File: src/rtl/alu_flag_pkg.sv
package alu_flag_pkg;
  localparam int NFLAG  = 6;
  localparam int F_CRY  = 0;
  localparam int F_PAR  = 1;
  localparam int F_NIB  = 2;
  localparam int F_ZERO = 3;
  localparam int F_SIGN = 4;
  localparam int F_OVF  = 5;
  localparam int NIB_W  = 4;
  localparam int PAR_W  = 8;
endpackage

File: src/rtl/fg_adder.sv
module fg_adder
  import alu_flag_pkg::*;
#(
  parameter int W = 8
) (
  input  logic [W-1:0] a,
  input  logic [W-1:0] b,
  input  logic         sub,
  output logic [W-1:0] sum,
  output logic         c_out,
  output logic         c_msb,
  output logic         c_nib
);
  localparam int LOW_W = W - 1;

  logic [W-1:0]     b_eff;
  logic [W:0]       full;
  logic [LOW_W:0]   low;
  logic [NIB_W:0]   nib;

  always_comb begin
    b_eff = sub ? ~b : b;
    full  = {1'b0, a} + {1'b0, b_eff} + {{W{1'b0}}, sub};
    low   = {1'b0, a[LOW_W-1:0]} + {1'b0, b_eff[LOW_W-1:0]} + {{LOW_W{1'b0}}, sub};
    nib   = {1'b0, a[NIB_W-1:0]} + {1'b0, b_eff[NIB_W-1:0]} + {{NIB_W{1'b0}}, sub};
    sum   = full[W-1:0];
    c_out = full[W];
    c_msb = low[LOW_W];
    c_nib = nib[NIB_W];
  end
endmodule

File: src/rtl/fg_flags.sv
module fg_flags
  import alu_flag_pkg::*;
#(
  parameter int W = 8
) (
  input  logic [W-1:0]     sum,
  input  logic             c_out,
  input  logic             c_msb,
  input  logic             c_nib,
  input  logic             odd_par,
  output logic [NFLAG-1:0] flg
);
  always_comb begin
    flg         = '0;
    flg[F_CRY]  = c_out;
    flg[F_OVF]  = c_out ^ c_msb;
    flg[F_NIB]  = c_nib;
    flg[F_ZERO] = (sum == '0);
    flg[F_SIGN] = sum[W-1];
    flg[F_PAR]  = ~(^sum[PAR_W-1:0]) ^ odd_par;
  end
endmodule

File: src/rtl/alu_flag_gen.sv
module alu_flag_gen
  import alu_flag_pkg::*;
#(
  parameter int W        = 8,
  parameter bit HOLD_REG = 1'b1
) (
  input  logic             clk,
  input  logic             rst,
  input  logic [W-1:0]     opnd_a,
  input  logic [W-1:0]     opnd_b,
  input  logic             sub_sel,
  input  logic             odd_par,
  input  logic             cap_en,
  output logic [W-1:0]     result,
  output logic [NFLAG-1:0] flags,
  output logic [NFLAG-1:0] held_flags
);
  logic c_out, c_msb, c_nib;

  fg_adder #(.W(W)) u_add (
    .a(opnd_a), .b(opnd_b), .sub(sub_sel),
    .sum(result), .c_out(c_out), .c_msb(c_msb), .c_nib(c_nib)
  );

  fg_flags #(.W(W)) u_flg (
    .sum(result), .c_out(c_out), .c_msb(c_msb), .c_nib(c_nib),
    .odd_par(odd_par), .flg(flags)
  );

  generate
    if (HOLD_REG) begin : g_hold
      logic [NFLAG-1:0] hold_q;
      always_ff @(posedge clk) begin
        if (rst)         hold_q <= '0;
        else if (cap_en) hold_q <= flags;
      end
      assign held_flags = hold_q;

      assert_capture_R8: assert property (@(posedge clk) disable iff (rst)
        cap_en |=> held_flags == $past(flags));
      assert_hold_R8: assert property (@(posedge clk) disable iff (rst)
        !cap_en |=> $stable(held_flags));
      assert_reset_R9: assert property (@(posedge clk)
        rst |=> held_flags == '0);
    end else begin : g_pass
      assign held_flags = flags;
    end
  endgenerate

  logic [W-1:0] b_view;
  assign b_view = sub_sel ? ~opnd_b : opnd_b;

  assert_zero_R2: assert property (@(posedge clk) disable iff (rst)
    flags[F_ZERO] == (result == '0));
  assert_sign_R3: assert property (@(posedge clk) disable iff (rst)
    flags[F_SIGN] == result[W-1]);
  assert_carry_add_R4: assert property (@(posedge clk) disable iff (rst)
    !sub_sel |-> (flags[F_CRY] == (result < opnd_a)));
  assert_carry_sub_R4: assert property (@(posedge clk) disable iff (rst)
    sub_sel |-> (flags[F_CRY] == (opnd_a >= opnd_b)));
  assert_no_overflow_R5: assert property (@(posedge clk) disable iff (rst)
    flags[F_OVF] |-> ((opnd_a[W-1] == b_view[W-1]) && (result[W-1] != opnd_a[W-1])));
endmodule

File: config.mk
export PLATFORM = sky130hd
export DESIGN_NAME = alu_flag_gen
export DESIGN_NICKNAME = d
export VERILOG_FILES = /design/src/rtl/alu_flag_pkg.sv /design/src/rtl/fg_adder.sv /design/src/rtl/fg_flags.sv /design/src/rtl/alu_flag_gen.sv
export SDC_FILE = /design/constraint.sdc
export NUM_CORES = 1
export LEC_CHECK = 0
export ABC_AREA = 1
export BUFFER_PORTS_ARGS = -buffer_cell sky130_fd_sc_hd__buf_2
export CORE_MARGIN = 2
export CORE_UTILIZATION = 50
export DETAILED_ROUTE_END_ITERATION = 8
export GPL_TIMING_DRIVEN = 0
export PLACE_DENSITY_LB_ADDON = 0.08
export SYNTH_ARGS = -nofsm -noshare
export SYNTH_HDL_FRONTEND = slang
export SYNTH_HIERARCHICAL = 1
export SYNTH_SLANG_ARGS = --single-unit
File: constraint.sdc
create_clock -name clk -period 5.5 [get_ports clk]
set_input_delay 0.275 -clock clk [delete_from_list [all_inputs] [get_ports clk]]
set_output_delay 0.275 -clock clk [all_outputs]
set_load 0.05 [all_outputs]
==> impl_results.md, run 1 <==
- First-pass iteration count of the detailed router: 3
- Number of buffers inserted by port buffering: 39
- CTS Sinks: 6
- Total via count in the routed design: 901
- Initial Util: 0.530
- Critical Path AT: 2.53 ns
- Count of endpoints failing hold in the final timing report: 0
- H-tree levels: 1
- Worst EP required: 5.22 ns
- Max_slew headroom: 0.831
- Die Y-Extent: 46.5 um
- Peak clock frequency supported by timing: 356 MHz
- Drt via density: 4.27
- Die area: 2170 um2
- Power density over the cells: 373 nW/um2
- Remaining global-route overflow: 0
- Leakage Power: 0.770 nW
- Sum of met3 wire segment lengths after detailed routing: 72 um
- Hold Buf Count CTS: 0
- Synth Warn #: 6
- Detailed-placement wirelength estimate: 1430 um
- Total clock buffers created by CTS: 3
- Row cnt: 15
- Total DRC errors in the routed layout: 0
- Area of the core: 1710 um2
- CTS Buffer Depth: 2
- Synthesized flop and latch total: 6
- Final sum of negative setup slack: 0 ns
- Slew @ Worst Pin: 0.252 ns
- Pin count of the biggest net entering global routing: 11
- Net count after synthesis: 177
- Clock transition at the registers of the reported paths: 0.04 ns
- Hold crit path type: input pin to flop
- CTS Root Buffer Type: clkbuf_4
- Post-synth top area cell: nand2_1
- Final weighted congestion in routability-driven placement: 0.754
- Share of the yosys chip area belonging to registers: 0.133
- Type of element launching the critical path: input pin
- Routed Antenna Nets: 0
- Total wire length after detailed routing: 1580 um
- Share of the clock period used by the worst path: 0.510
- Routed wire length per instance: 7.49 um
- Peak fanout along the critical path: 3
- Cell Area, Synth: 905 um2
- Metal1 wirelength: 684 um
- Largest vdd supply drop: 0.243 mV
- CP Capture Type: output pin
- Instance count of the mapped netlist: 144
- Critical Setup Path Class: input pin to output pin
- Clock latency of the later-clocked register in the worst-skew pair: 0.24 ns
- TritonCTS clock tree: built
- Flip-flop count of the largest register, all copies and words added: 6
- Ranking of synthesized cells by area: nand2_1 16%, ha_1 15%, dfxtp_1 13%
- Num ports: 41
- Outcome: finished clean
- Uppermost layer routed: met4
- Global-route wire length before repair: 2560 um
- Post-synthesis average cell area: 6.28 um2
- Final number of setup-violating endpoints: 0
- Initial detailed-routing violation count: 6
- Post-CTS setup buffers: 0
- Non-filler cells, final: 211
- Final worst clock skew: 0 ns
- Initial antenna violation count: 0
- Setup repair after global routing missed its margin: false
- Cell count after placement: 208
- Pins over their slew limit: 0
- Count of instances resized after the clock tree is built: 0
- Core Util, Final: 0.675
- Number of global-route vias before repair: 714
- Synth-to-Final Area Change: 27.5%
- Layout cells sized above 1: 0.317
- Global routing usage summed across all routing layers: 0.160
- Max-cap check violation count: 0
- Yosys top cell area share: 0.162
- Post-layout minimum cycle time: 2.81 ns
- Number of distinct standard cells referenced by the synthesized netlist: 17
- Count of inserted antenna diode cells: 0
- Number of nets in the layout: 221
- Horizontal die dimension: 46.5 um
- Met2 layer wire length in the routed design: 818 um
- Hold slack final: 0.319 ns
## cell usage in the layout (no fill, tap or decap)
cell type,Yosys,final
a21oi_1,4,4
fa_1,1,1
nand2_4,4,4
inv_2,2,2
o21ai_2,1,1
xor2_1,10,10
a21o_1,1,1
dfxtp_1,6,6
nand2_2,5,5
clkbuf_4,0,3
buf_2,0,39
buf_4,3,3
nand3_1,5,5
xnor2_1,3,3
nand2_1,39,39
ha_1,11,11
buf_6,2,2
inv_1,31,31
nor2_1,16,16
## final timing paths
check,slack [ns],endpoint,startpoint,cells after the start
worst max register to register,4.95,held_flags[2],held_flags[2],2
worst min register to register,0.46,held_flags[1],held_flags[1],2
worst max-delay path,2.69,flags[1],opnd_b[0],17
worst min-delay path,0.32,held_flags[3],cap_en,4
## area by class of cell
class                   count  area, um2
repair buffers             39        195
inverters                  33        124
clock buffers               3       22.5
flip-flops and latches      6        120
well taps                  25       31.3
plain buffers               5       45.0
fillers                   163        554
multi-input cells         100        616
## cells by family after synthesis
logic type                 after synthesis  synth area share
DFF                                      6             0.133
buffers and inverters                   38             0.187
and+or+nand+nor                         69             0.340
xor gates and xnor gates                13             0.126
adders and majority gates               12             0.174
AOI/OAI and AO/OA                        6            0.0401
## metrics by stage
stage / total power (W) / cell area, um2 / worst slack [ns]
final: 0.000430 / 1150 / 2.69
after global routing: 0.000473 / 1150 / 2.47
after detailed placement: 0.000396 / 1130 / 2.64
after global placement: 0.000392 / 1130 / 2.68
after CTS: 0.000436 / 1150 / 2.64
after floorplan: 0.000333 / 905 / 2.08
## Yosys cell counts
cell,n
xnor2_1,3
dfxtp_1,6
nand3_1,5
fa_1,1
buf_4,3
a21o_1,1
nand2_1,39
ha_1,11
nand2_4,4
nand2_2,5
o21ai_2,1
xor2_1,10
a21oi_1,4
buf_6,2
inv_1,31
nor2_1,16
inv_2,2
## worst max-delay path, cell delays in order
cell,delay [ns]
buf_2,0.11
inv_1,0.09
nand2_4,0.05
nand2_4,0.06
inv_1,0.05
fa_1,0.41
o21ai_2,0.23
nand2_2,0.07
nand2_1,0.08
nand2_1,0.05
nand2_1,0.07
inv_1,0.04
ha_1,0.30
xnor2_1,0.20
nand3_1,0.10
nand2_1,0.08
buf_2,0.26
## layer usage
metal	global-route usage	vias to the layer above
met4	0.0686	0
met5	0	-
met1	0.188	372
met2	0.283	22
met3	0.0235	2
li1	-	505
## where the power goes
| part | switching [W] | total [W] | internal, W |
|---|---|---|---|
| Clock | 0.0000141 | 0.0000387 | 0.0000246 |
| Combinational | 0.000242 | 0.000340 | 0.0000981 |
| Sequential | 0.00000214 | 0.0000514 | 0.0000493 |
No activity file was read; power rests on OpenSTA's default activity.
==> inputs of run 2 (changes only) <==
Settings changed: CORE_UTILIZATION 50 to 42.
Clock period 5.5 ns to 2.31 ns, I/O delays scaled along.
==> impl_results.md, run 2 (synthesized netlist as in run 1, its figures left out) <==
- Outcome: finished, violations left
- Violated checks: setup timing
- Number of stages on the worst hold path: 4 (unchanged)
- CP Capture Type: output pin
- Number of global-route vias before repair: 993 (+39%)
- Worst EP required: 2.19 ns (-3.03 ns)
- First-pass iteration count of the detailed router: 4 (+1)
- Top delay family on crit path: simple AND/OR/NAND/NOR gates
- Global-route wire length before repair: 3950 um (+54%)
- Initial Util: 0.452 (-0.0778)
- Detailed-placement wirelength estimate: 1700 um (+19%)
- Die area: 2540 um2 (+17%)
- Initial detailed-routing violation count: 13 (+7)
- Drt via density: 4.46 (+4.4%)
- Flip-flop count of the largest register, all copies and words added: 6 (unchanged)
- Setup repair after global routing missed its margin: true
- Remaining global-route overflow: 0 (unchanged)
- Non-filler cells, final: 225 (+6.6%)
- Global routing usage summed across all routing layers: 0.199 (+0.0393)
- Row cnt: 16 (+1)
- CP cell instances: buf_12 -> xor2_1 -> ha_1 -> nand2_1 -> nor2_2 -> nor2_4 -> nand2_4 -> nand2_2 -> nand2_4 -> inv_1 -> ha_4 -> xnor2_4 -> inv_1 -> nand2_2 -> nand2_4 -> buf_8
- Number of nets in the layout: 233 (+5.4%)
- Share of power burned in combinational logic: 0.853 (+0.062)
- Count of inserted antenna diode cells: 0 (unchanged)
- Routed wire length per instance: 11.2 um (+50%)
- Power density over the cells: 917 nW/um2 (+150%)
- Pins over their slew limit: 0 (unchanged)
- Total wire length after detailed routing: 2520 um (+60%)
- Clock network fraction of design power: 0.065 (-0.025)
- Max-cap check violation count: 0 (unchanged)
- CTS Sinks: 6 (unchanged)
- Net switching fraction of the power: 0.550 (-0.0507)
- Final weighted congestion in routability-driven placement: 0.775 (+2.7%)
- Post-layout minimum cycle time: 2.32 ns
- Smallest setup slack after layout: -0.00918 ns (-2.70 ns)
- H-tree levels: 1 (unchanged)
- Initial antenna violation count: 0 (unchanged)
- Hold slack final: 0.166 ns (-0.153 ns)
- Cell depth of the worst flop-to-flop path: 2 (unchanged)
- Leakage Power: 0.906 nW (+18%)
- Final worst clock skew: 0 ns (unchanged)
- Max_slew headroom: 0.797 (-0.0337)
- Die Y-Extent: 50.4 um (+8.3%)
- Commonest cells after routing, fill and taps aside: 36 x buf_2, 25 x inv_1, 22 x nand2_1
- Share of the clock period used by the worst path: 1.00
- TritonCTS clock tree: built
- Max stage delay on crit path: 0.40 ns (about the same)
- Most Frequent Cell on Critical Path: nand2_4
- Clock transition at the registers of the reported paths: 0.04 ns (about the same)
- Total clock buffers created by CTS: 3 (unchanged)
- Critical Path Stages: 16 (-1)
- Final sum of negative setup slack: -0.00918 ns (-0.00918 ns)
- Cell with the biggest individual delay on the critical path: ha_1
- Total via count in the routed design: 1003 (+11%)
- Area of the core: 2000 um2 (+17%)
- Layout cells sized above 1: 0.601 (+0.284)
- Final number of setup-violating endpoints: 1 (+1)
- Cell count after placement: 210 (+0.96%)
- Pin count of the biggest net entering global routing: 11 (unchanged)
- Total DRC errors in the routed layout: 0 (unchanged)
- Combined buffer and inverter count along the critical path: 4 (-1)
- Largest vdd supply drop: 0.827 mV (+240%)
- Critical Setup Path Class: input pin to output pin
- Clock latency of the later-clocked register in the worst-skew pair: 0.24 ns (about the same)
- CTS Root Buffer Type: clkbuf_4
- Cell-internal power: 0.000669 W (+290%)
- Horizontal die dimension: 50.4 um (+8.3%)
- Hold crit path type: input pin to flop
- Hold Buf Count CTS: 0 (unchanged)
- Core Util, Final: 0.810 (+0.135)
- Type of element launching the critical path: input pin
- Setup slack, reg-to-reg: 1.75 ns (-3.20 ns)
- Fillers: 140 (-14%)
- Slew @ Worst Pin: 0.304 ns (+0.0523 ns)
- Leading cell type in the layout, fill and taps excluded: buf_2
- Net switching power: 0.000817 W (+220%)
- Routed Antenna Nets: 0 (unchanged)
- Peak fanout along the critical path: 8 (+5)
- Critical Path AT: 2.20 ns (-0.33 ns)
- Synth-to-Final Area Change: 79.3%
- Number of buffers inserted by port buffering: 39 (unchanged)
- Count of endpoints failing hold in the final timing report: 0 (unchanged)
- Num ports: 41 (unchanged)
- CTS Buffer Depth: 2 (unchanged)
- Register share of total power: 0.083 (-0.036)
- Peak clock frequency supported by timing: 431 MHz
[run 2: cell types whose count changed in the layout (fill, tap and decap cells not counted), sizes merged]
cell | previous run | this run
buf | 44 | 56
[run 2: power groups by stage]
stage	clock network (W)	logic [W]	registers (W)
after CTS	0.0000999	0.00116	0.000123
final	0.0000962	0.00127	0.000123
after floorplan	0	0.000722	0.000171
after global placement	0	0.000909	0.000124
after global routing	0.000105	0.00135	0.000125
after detailed placement	0	0.000928	0.000125
[run 2: worst paths after layout]
path,end,from
worst max-delay path,flags[1],sub_sel
worst max register to register,held_flags[3],held_flags[3]
worst min-delay path,held_flags[5],cap_en
worst min register to register,held_flags[4],held_flags[4]
[run 2: worst register-to-register path: stages, from the launching register on]
cell,delay [ns]
dfxtp_1,0.30
nor2_1,0.10
nor2_1,0.05
[run 2: area by class of cell]
type | count | area (um2) | area share
well taps | 27 | 33.8 | 0.0208
clock buffers | 3 | 22.5 | 0.0139
inverters | 33 | 126 | 0.0779
flip-flops and latches | 6 | 120 | 0.0741
plain buffers | 5 | 53.8 | 0.0332
repair buffers | 51 | 308 | 0.190
multi-input cells | 100 | 957 | 0.590
[run 2: through the flow]
step	power [W]	cell area (um2)	worst slack [ns]
after floorplan	0.000894	1030	-0.264
after global placement	0.00103	1260	-0.258
after detailed placement	0.00105	1260	-0.294
after CTS	0.00138	1490	0.000811
after global routing	0.00158	1620	-0.116
final	0.00149	1620	-0.00918
[run 2: layer usage]
layer,vias to the layer above,share of wire,track usage
met2,29,0.60,0.425
met1,444,0.34,0.195
met5,-,0,0
met3,4,0.050,0.0208
met4,0,0.012,0.0541
li1,526,-,-
[run 2: timing repair]
action,CTS,global route
endpoints found under the setup margin,1,2
setup buffers,7,6
resized for setup,37,15
pin swaps,15,22
